==> config.mk <==
export PLATFORM = sky130hd
export DESIGN_NAME = aliased_atomic_mem
export DESIGN_NICKNAME = d
export VERILOG_FILES = /design/src/rtl/aam_pkg.sv /design/src/rtl/aam_decode.sv /design/src/rtl/aam_alu.sv /design/src/rtl/aam_store.sv /design/src/rtl/aliased_atomic_mem.sv
export SDC_FILE = /design/constraint.sdc
export NUM_CORES = 2
export LEC_CHECK = 0
export BUFFER_PORTS_ARGS = -buffer_cell sky130_fd_sc_hd__clkbuf_2
export CAP_MARGIN = 0
export CORE_MARGIN = 2
export CORE_UTILIZATION = 50
export DETAILED_ROUTE_END_ITERATION = 8
export HOLD_SLACK_MARGIN = 0.15
export PLACE_DENSITY = 0.66
export SLEW_MARGIN = 0
export SYNTH_ARGS = -nofsm -noshare
export SYNTH_HDL_FRONTEND = slang
export SYNTH_SLANG_ARGS = --single-unit
export TNS_END_PERCENT = 100
==> constraint.sdc <==
create_clock -name clk -period 3.2 [get_ports clk]
set_clock_uncertainty 0.2 [all_clocks]
set_input_delay 0.64 -clock clk [delete_from_list [all_inputs] [get_ports clk]]
set_output_delay 0.64 -clock clk [all_outputs]
set_load 0.01 [all_outputs]
==> src/rtl/aam_pkg.sv <==
// Shared types for the windowed atomic memory.
// Assumes window spacing of 1 << WIN_LSB bytes from address zero.
package aam_pkg;
    localparam int WIN_LSB = 26;

    typedef enum logic [1:0] {
        WIN_PLAIN = 2'd0,
        WIN_SET   = 2'd1,
        WIN_CLR   = 2'd2,
        WIN_ADD   = 2'd3
    } win_e;

    typedef enum logic [1:0] {
        CMD_READ    = 2'd0,
        CMD_MOD     = 2'd1,
        CMD_MOD_RET = 2'd2,
        CMD_BAD     = 2'd3
    } cmd_e;
endpackage

==> src/rtl/aam_decode.sv <==
// Splits a byte address into window and word index and flags refused requests.
// Assumes: ADDR_W > WIN_LSB + 2; the four windows are the only mapped space.
module aam_decode
    import aam_pkg::*;
#(
    parameter int ADDR_W = 32,
    parameter int DEPTH  = 64,
    parameter int IDX_W  = 6
) (
    input  logic [ADDR_W-1:0] addr,
    input  cmd_e              cmd,
    output win_e              win,
    output logic [IDX_W-1:0]  idx,
    output logic              err
);
    localparam int OFF_W = WIN_LSB - 2;

    logic [OFF_W-1:0] word_off;
    logic             misaligned, too_deep, outside, bad_cmd;

    // Decode the address fields and the refusal causes.
    always_comb begin
        word_off   = addr[WIN_LSB-1:2];
        misaligned = addr[1:0] != 2'b00;
        too_deep   = word_off >= OFF_W'(DEPTH);
        outside    = addr[ADDR_W-1:WIN_LSB+2] != '0;
        bad_cmd    = cmd == CMD_BAD;
        win        = win_e'(addr[WIN_LSB+1:WIN_LSB]);
        idx        = word_off[IDX_W-1:0];
        err        = misaligned | too_deep | outside | bad_cmd;
    end
endmodule

==> src/rtl/aam_alu.sv <==
// Computes the new word for one read-modify-write and whether to store it.
// Assumes old_val is the current (forwarded) value of the addressed word.
module aam_alu
    import aam_pkg::*;
#(
    parameter int DATA_W = 32
) (
    input  logic              valid,
    input  logic              err,
    input  win_e              win,
    input  cmd_e              cmd,
    input  logic [DATA_W-1:0] old_val,
    input  logic [DATA_W-1:0] operand,
    output logic [DATA_W-1:0] new_val,
    output logic              store,
    output logic [DATA_W-1:0] ret_val
);
    // Select the window's operation and the value handed back.
    always_comb begin
        unique case (win)
            WIN_PLAIN: new_val = operand;
            WIN_SET:   new_val = old_val | operand;
            WIN_CLR:   new_val = old_val & ~operand;
            default:   new_val = old_val + operand;
        endcase
        store   = valid && !err && (cmd == CMD_MOD || cmd == CMD_MOD_RET);
        ret_val = (!err && (cmd == CMD_READ || cmd == CMD_MOD_RET)) ? old_val : '0;
    end
endmodule

==> src/rtl/aam_store.sv <==
// Word array with one asynchronous read port and one synchronous write port.
// Cleared by reset. Assumes waddr < DEPTH whenever we is high.
module aam_store #(
    parameter int DATA_W = 32,
    parameter int DEPTH  = 64,
    parameter int IDX_W  = 6
) (
    input  logic              clk,
    input  logic              rst_n,
    input  logic              we,
    input  logic [IDX_W-1:0]  waddr,
    input  logic [DATA_W-1:0] wdata,
    input  logic [IDX_W-1:0]  raddr,
    output logic [DATA_W-1:0] rdata
);
    logic [DATA_W-1:0] words [DEPTH];

    // Clear on reset, otherwise commit the write port.
    always_ff @(posedge clk) begin
        if (!rst_n) begin
            for (int i = 0; i < DEPTH; i++) words[i] <= '0;
        end else if (we) begin
            words[waddr] <= wdata;
        end
    end

    // Present the addressed word.
    always_comb rdata = words[raddr];

    a_r2_write_lands: assert property (@(posedge clk) disable iff (!rst_n)
        we |=> words[$past(waddr)] == $past(wdata));
endmodule

==> src/rtl/aliased_atomic_mem.sv <==
// Windowed atomic memory. Stage A registers the decoded request.
// Stage A then reads the word, forwarding the value stage B is about to
// write. Stage B applies the operation, writes the array and drives the
// response. Assumes one request per cycle at most and no backpressure.
module aliased_atomic_mem
    import aam_pkg::*;
#(
    parameter int ADDR_W = 32,
    parameter int DATA_W = 32,
    parameter int DEPTH  = 64,
    parameter int TAG_W  = 4
) (
    input  logic              clk,
    input  logic              rst_n,
    input  logic              req_valid,
    input  logic [ADDR_W-1:0] req_addr,
    input  logic [1:0]        req_cmd,
    input  logic [DATA_W-1:0] req_wdata,
    input  logic [TAG_W-1:0]  req_tag,
    output logic              rsp_valid,
    output logic [DATA_W-1:0] rsp_data,
    output logic              rsp_err,
    output logic [TAG_W-1:0]  rsp_tag
);
    localparam int IDX_W = (DEPTH > 1) ? $clog2(DEPTH) : 1;

    win_e              dec_win;
    logic [IDX_W-1:0]  dec_idx;
    logic              dec_err;

    logic              a_valid, a_err;
    win_e              a_win;
    cmd_e              a_cmd;
    logic [IDX_W-1:0]  a_idx;
    logic [DATA_W-1:0] a_wdata, a_mem, a_old;
    logic [TAG_W-1:0]  a_tag;

    logic              b_valid, b_err;
    win_e              b_win;
    cmd_e              b_cmd;
    logic [IDX_W-1:0]  b_idx;
    logic [DATA_W-1:0] b_wdata, b_old, b_new, b_ret;
    logic [TAG_W-1:0]  b_tag;
    logic              b_store;

    aam_decode #(.ADDR_W(ADDR_W), .DEPTH(DEPTH), .IDX_W(IDX_W)) dec_i (
        .addr(req_addr), .cmd(cmd_e'(req_cmd)),
        .win(dec_win), .idx(dec_idx), .err(dec_err)
    );

    aam_store #(.DATA_W(DATA_W), .DEPTH(DEPTH), .IDX_W(IDX_W)) store_i (
        .clk(clk), .rst_n(rst_n),
        .we(b_store), .waddr(b_idx), .wdata(b_new),
        .raddr(a_idx), .rdata(a_mem)
    );

    aam_alu #(.DATA_W(DATA_W)) alu_i (
        .valid(b_valid), .err(b_err), .win(b_win), .cmd(b_cmd),
        .old_val(b_old), .operand(b_wdata),
        .new_val(b_new), .store(b_store), .ret_val(b_ret)
    );

    // Stage A: capture the decoded request.
    always_ff @(posedge clk) begin
        if (!rst_n) begin
            a_valid <= 1'b0;
            a_err   <= 1'b0;
            a_win   <= WIN_PLAIN;
            a_cmd   <= CMD_READ;
            a_idx   <= '0;
            a_wdata <= '0;
            a_tag   <= '0;
        end else begin
            a_valid <= req_valid;
            a_err   <= dec_err;
            a_win   <= dec_win;
            a_cmd   <= cmd_e'(req_cmd);
            a_idx   <= dec_idx;
            a_wdata <= req_wdata;
            a_tag   <= req_tag;
        end
    end

    // Forward stage B's pending write when it targets the word stage A reads.
    always_comb a_old = (b_store && b_idx == a_idx) ? b_new : a_mem;

    // Stage B: hold the request and its prior word for the modify and reply.
    always_ff @(posedge clk) begin
        if (!rst_n) begin
            b_valid <= 1'b0;
            b_err   <= 1'b0;
            b_win   <= WIN_PLAIN;
            b_cmd   <= CMD_READ;
            b_idx   <= '0;
            b_wdata <= '0;
            b_tag   <= '0;
            b_old   <= '0;
        end else begin
            b_valid <= a_valid;
            b_err   <= a_err;
            b_win   <= a_win;
            b_cmd   <= a_cmd;
            b_idx   <= a_idx;
            b_wdata <= a_wdata;
            b_tag   <= a_tag;
            b_old   <= a_old;
        end
    end

    // Drive the response channel from stage B.
    always_comb begin
        rsp_valid = b_valid;
        rsp_err   = b_valid && b_err;
        rsp_data  = b_valid ? b_ret : '0;
        rsp_tag   = b_tag;
    end

    a_r8_latency: assert property (@(posedge clk) disable iff (!rst_n)
        rsp_valid |-> $past(req_valid, 2));
    a_r8_tag_echo: assert property (@(posedge clk) disable iff (!rst_n)
        rsp_valid |-> rsp_tag == $past(req_tag, 2));
    a_r7_refused_no_store: assert property (@(posedge clk) disable iff (!rst_n)
        (rsp_valid && rsp_err) |-> (!b_store && rsp_data == '0));
    a_r10_quiet_modify: assert property (@(posedge clk) disable iff (!rst_n)
        (rsp_valid && $past(req_cmd, 2) == 2'd1) |-> rsp_data == '0);
endmodule

==> impl_metrics.sql <==
INSERT INTO impl_metrics (metric_group, metric, value, unit) VALUES
('timing', 'final-setup-viol-count', '1171', ''),
('floorplanning', 'fp.dieH', '440', 'um'),
('yosys', 'synth_seq_cells', '2176', ''),
('setup_path', 'critical_path.endpoint_type', 'flip-flop', ''),
('run', 'drv_cap', '0', ''),
('power', 'p_clk_frac', '0.393', ''),
('yosys', 'ys.warnings.count', '0', ''),
('cts', 'cts.sinks', '2176', ''),
('floorplanning', 'starting_density_of_the_core', '0.502', ''),
('global_route', 'overflow', '0', ''),
('setup_path', 'timing.setup.critical_path_class', 'flip-flop to flip-flop', ''),
('cts', 'cts_root_buf', 'sky130_fd_sc_hd__clkbuf_16', ''),
('run_status', 'outcome', 'finished, violations left', ''),
('yosys', 'postSynthAreaPerCell', '14.9', 'um2'),
('floorplanning', 'die_area', '194000', 'um2'),
('power', 'vdd_ir_drop_max', '592', 'uV'),
('timing', 'slew_viol_final', '0', ''),
('place', 'finalWeightedCongestion', '0.960', ''),
('global_route', 'track_usage', '0.308', ''),
('yosys', 'synth-async-reset-ratio', '0', ''),
('cts', 'cts_made_buffers', '216', ''),
('timing', 'worst_slack', '-0.329', 'ns'),
('finish', 'area_growth', '22.0', '%'),
('cts', 'clock_tree.buffer_depth', '3', ''),
('global_route', 'grt_first_pass_wirelength', '423', 'mm'),
('power', 'power.leakage', '39.8', 'nW'),
('global_route', 'number_of_antenna_violations_at_the_first_check_in_global_routing', '12', ''),
('setup_path', 'critical_path.startpoint_type', 'flip-flop', ''),
('timing', 'layout_min_cycle_time', '3.53', 'ns'),
('timing', 'relSlewSlack', '0.217', ''),
('yosys', 'synth_top_area_cell', 'sky130_fd_sc_hd__edfxtp_1', ''),
('power', 'combinational_power_share', '0.115', ''),
('place', 'post-place-ws', '-0.389', 'ns'),
('hold_path', 'tightest_hold_check_type', 'flip-flop to flip-flop', ''),
('power', 'netSwitchingFraction', '0.242', ''),
('setup_path', 'crit_path_frequent_cell', 'sky130_fd_sc_hd__a31oi_4', ''),
('finish', 'drive_above_1_share', '0.326', ''),
('drt', 'drt_drc_violations_left', '0', ''),
('cts', 'tritoncts_clock_tree', 'done', ''),
('power', 'p_int', '49.8', 'mW'),
('yosys', 'ys_dominant_reg_cell', 'sky130_fd_sc_hd__edfxtp_1', ''),
('timing', 'layout_worst_path_cycle_share', '1.10', ''),
('drt', 'post_drt_via_cell_ratio', '6.27', ''),
('floorplanning', 'die_w', '440', 'um'),
('drt', 'wl_per_cell', '31.8', 'um'),
('power', 'power_per_unit_of_standard_cell_area', '566', 'nW/um2'),
('drt', 'ant_nets', '0', ''),
('global_route', 'grt_pass1_vias', '59156', ''),
('power', 'power.net_switching', '15.9', 'mW'),
('drt', 'routed-via-count', '60480', ''),
('power', 'p_seq_frac', '0.493', ''),
('setup_path', 'max_fo_critical_path', '8', ''),
('setup_path', 'timing.critical_path.required', '3.74', 'ns'),
('finish', 'fin_area', '116000', 'um2'),
('yosys', 'synth-edff-count', '2048', ''),
('yosys', 'synth_top_cell_area_share', '0.646', ''),
('drt', 'drt-pass1-iter-count', '7', ''),
('cts', 'cts-htree-levels', '4', ''),
('place', 'port-buffer-count', '110', ''),
('timing', 'grt_setup_unrepaired', 'yes', ''),
('run_status', 'violations', 'negative setup slack', ''),
('floorplanning', 'placeableCoreArea', '190000', 'um2'),
('yosys', 'synthCells', '6374', ''),
('yosys', 'number_of_nets_in_the_synthesized_netlist', '6545', ''),
('timing', 'worst_slew_pin_slew', '1.17', 'ns'),
('timing', 'holdWs', '0.227', 'ns'),
('yosys', 'synth.cell_area', '95200', 'um2'),
('place', 'postPlaceCellArea', '103000', 'um2'),
('yosys', 'most_used_standard_cell_by_instance_count_after_synthesis', 'sky130_fd_sc_hd__edfxtp_1', ''),
('global_route', 'grt_max_degree', '165', ''),
('yosys', 'synth-seq-area-share', '0.673', '');
through the flow:
| stage | power [mW] | utilization | std cells | TNS, ns |
|---|---|---|---|---|
| 6_report | 65.7 | 0.613 | 9643 | -129.68 |
| 5_1_grt | 67.1 | 0.612 | 9640 | -256.59 |
| 4_1_cts | 65.3 | 0.600 | 9567 | -75.65 |
| 3_5_place_dp | 39.1 | 0.544 | 9007 | -273.85 |
| 3_3_place_gp | 39.0 | 0.544 | 9007 | -250.03 |
| 2_1_floorplan | 36.0 | - | 6374 | -1.37 |
logic make-up after synthesis:
logic type	synth area share
flops	0.673
mux	0.163
simple gates	0.105
compound gates	0.0122
xor+xnor	0.00313
buf+inv	0.0308
fa+ha+maj	0.0130
power groups by stage:
stage          clock (mW)  combinational (mW)  sequential [mW]
6_report             25.8                7.53             32.4
5_1_grt              27.0                7.66             32.4
4_1_cts              26.0                6.96             32.4
3_5_place_dp            0                6.17             33.0
3_3_place_gp            0                6.12             32.9
2_1_floorplan           0                3.19             32.8
metal layers:
metal | up-vias | share of wire | track usage
met5 | - | 0.00055 | 0
met4 | 22 | 0.063 | 0.150
met3 | 783 | 0.13 | 0.0920
met2 | 4220 | 0.46 | 0.476
met1 | 30994 | 0.35 | 0.401
li1 | 24461 | - | -
registers in the layout, summed over array words and instances (netlist names), 2 cells and up:
| register | cells |
|---|---|
| a_cmd | 2 |
| b_cmd | 2 |
| b_old | 32 |
| a_idx | 6 |
| store_i.words | 2048 |
| b_win | 2 |
| rsp_tag | 4 |
| b_wdata | 32 |
| b_idx | 6 |
| a_tag | 4 |
| a_wdata | 32 |
| a_win | 2 |
cell usage in the layout, fill, tap and decap left out, types with 39 or more instances in the layout:
master                          synthesis  routed
sky130_fd_sc_hd__ha_1                  97      77
sky130_fd_sc_hd__inv_1                 84      74
sky130_fd_sc_hd__dlygate4sd3_1          0      51
sky130_fd_sc_hd__buf_12                 0     175
sky130_fd_sc_hd__clkbuf_1             395      66
sky130_fd_sc_hd__nor2_4                 0     199
sky130_fd_sc_hd__nor2_1              2020    1814
sky130_fd_sc_hd__nor2_2                39      46
sky130_fd_sc_hd__edfxtp_1            2048    2048
sky130_fd_sc_hd__buf_6                 11      39
sky130_fd_sc_hd__mux4_2               680     679
sky130_fd_sc_hd__clkbuf_2               0     110
sky130_fd_sc_hd__and2_1               133     133
sky130_fd_sc_hd__buf_4                 10     526
sky130_fd_sc_hd__clkbuf_16              0     239
sky130_fd_sc_hd__nand2_1              188     174
sky130_fd_sc_hd__dfxtp_1              128      95
what timing repair did:
item                                     CTS  global route
hold buffers                              51             0
setup buffers                             73            68
resized for setup                        283           437
pin swaps                                 39            39
endpoints found under the setup margin  1489          1464
cloned                                    36            25
hold endpoints to repair                  48             0
critical path, delay by kind of cell (launching register included):
| family | cells | cell delay (ns) |
|---|---|---|
| AOI/OAI and AO/OA | 6 | 0.99 |
| xor gates and xnor gates | 1 | 0.15 |
| adders and majority gates | 2 | 0.49 |
| buffers and inverters | 2 | 0.42 |
| DFF | 1 | 0.33 |
| muxes | 1 | 0.68 |
| and+or+nand+nor | 1 | 0.10 |
cell type report:
type | instances | area [um2] | area share
flip-flops and latches | 2176 | 64100 | 0.552
clock inverters | 105 | 1270 | 0.0110
clock buffers | 298 | 5900 | 0.0508
well taps | 2511 | 3140 | 0.0271
inverters | 84 | 318 | 0.00274
multi-input cells | 3489 | 30600 | 0.263
diodes | 4 | 10.0 | 0.0000862
repair buffers | 976 | 10800 | 0.0930
worst paths after layout:
path | from | to | slack [ns] | cells after the start
setup reg to reg | b_old[0]$_SDFF_PN0_ | store_i.words[0][24]$_SDFFCE_PN0P_ | -0.33 | 13
hold / removal | a_tag[2]$_SDFF_PN0_ | rsp_tag[2]$_SDFF_PN0_ | 0.23 | 1
hold reg to reg | a_tag[2]$_SDFF_PN0_ | rsp_tag[2]$_SDFF_PN0_ | 0.23 | 1
setup / recovery | b_old[0]$_SDFF_PN0_ | store_i.words[0][24]$_SDFFCE_PN0P_ | -0.33 | 13
(Power assumes the default switching activity.)
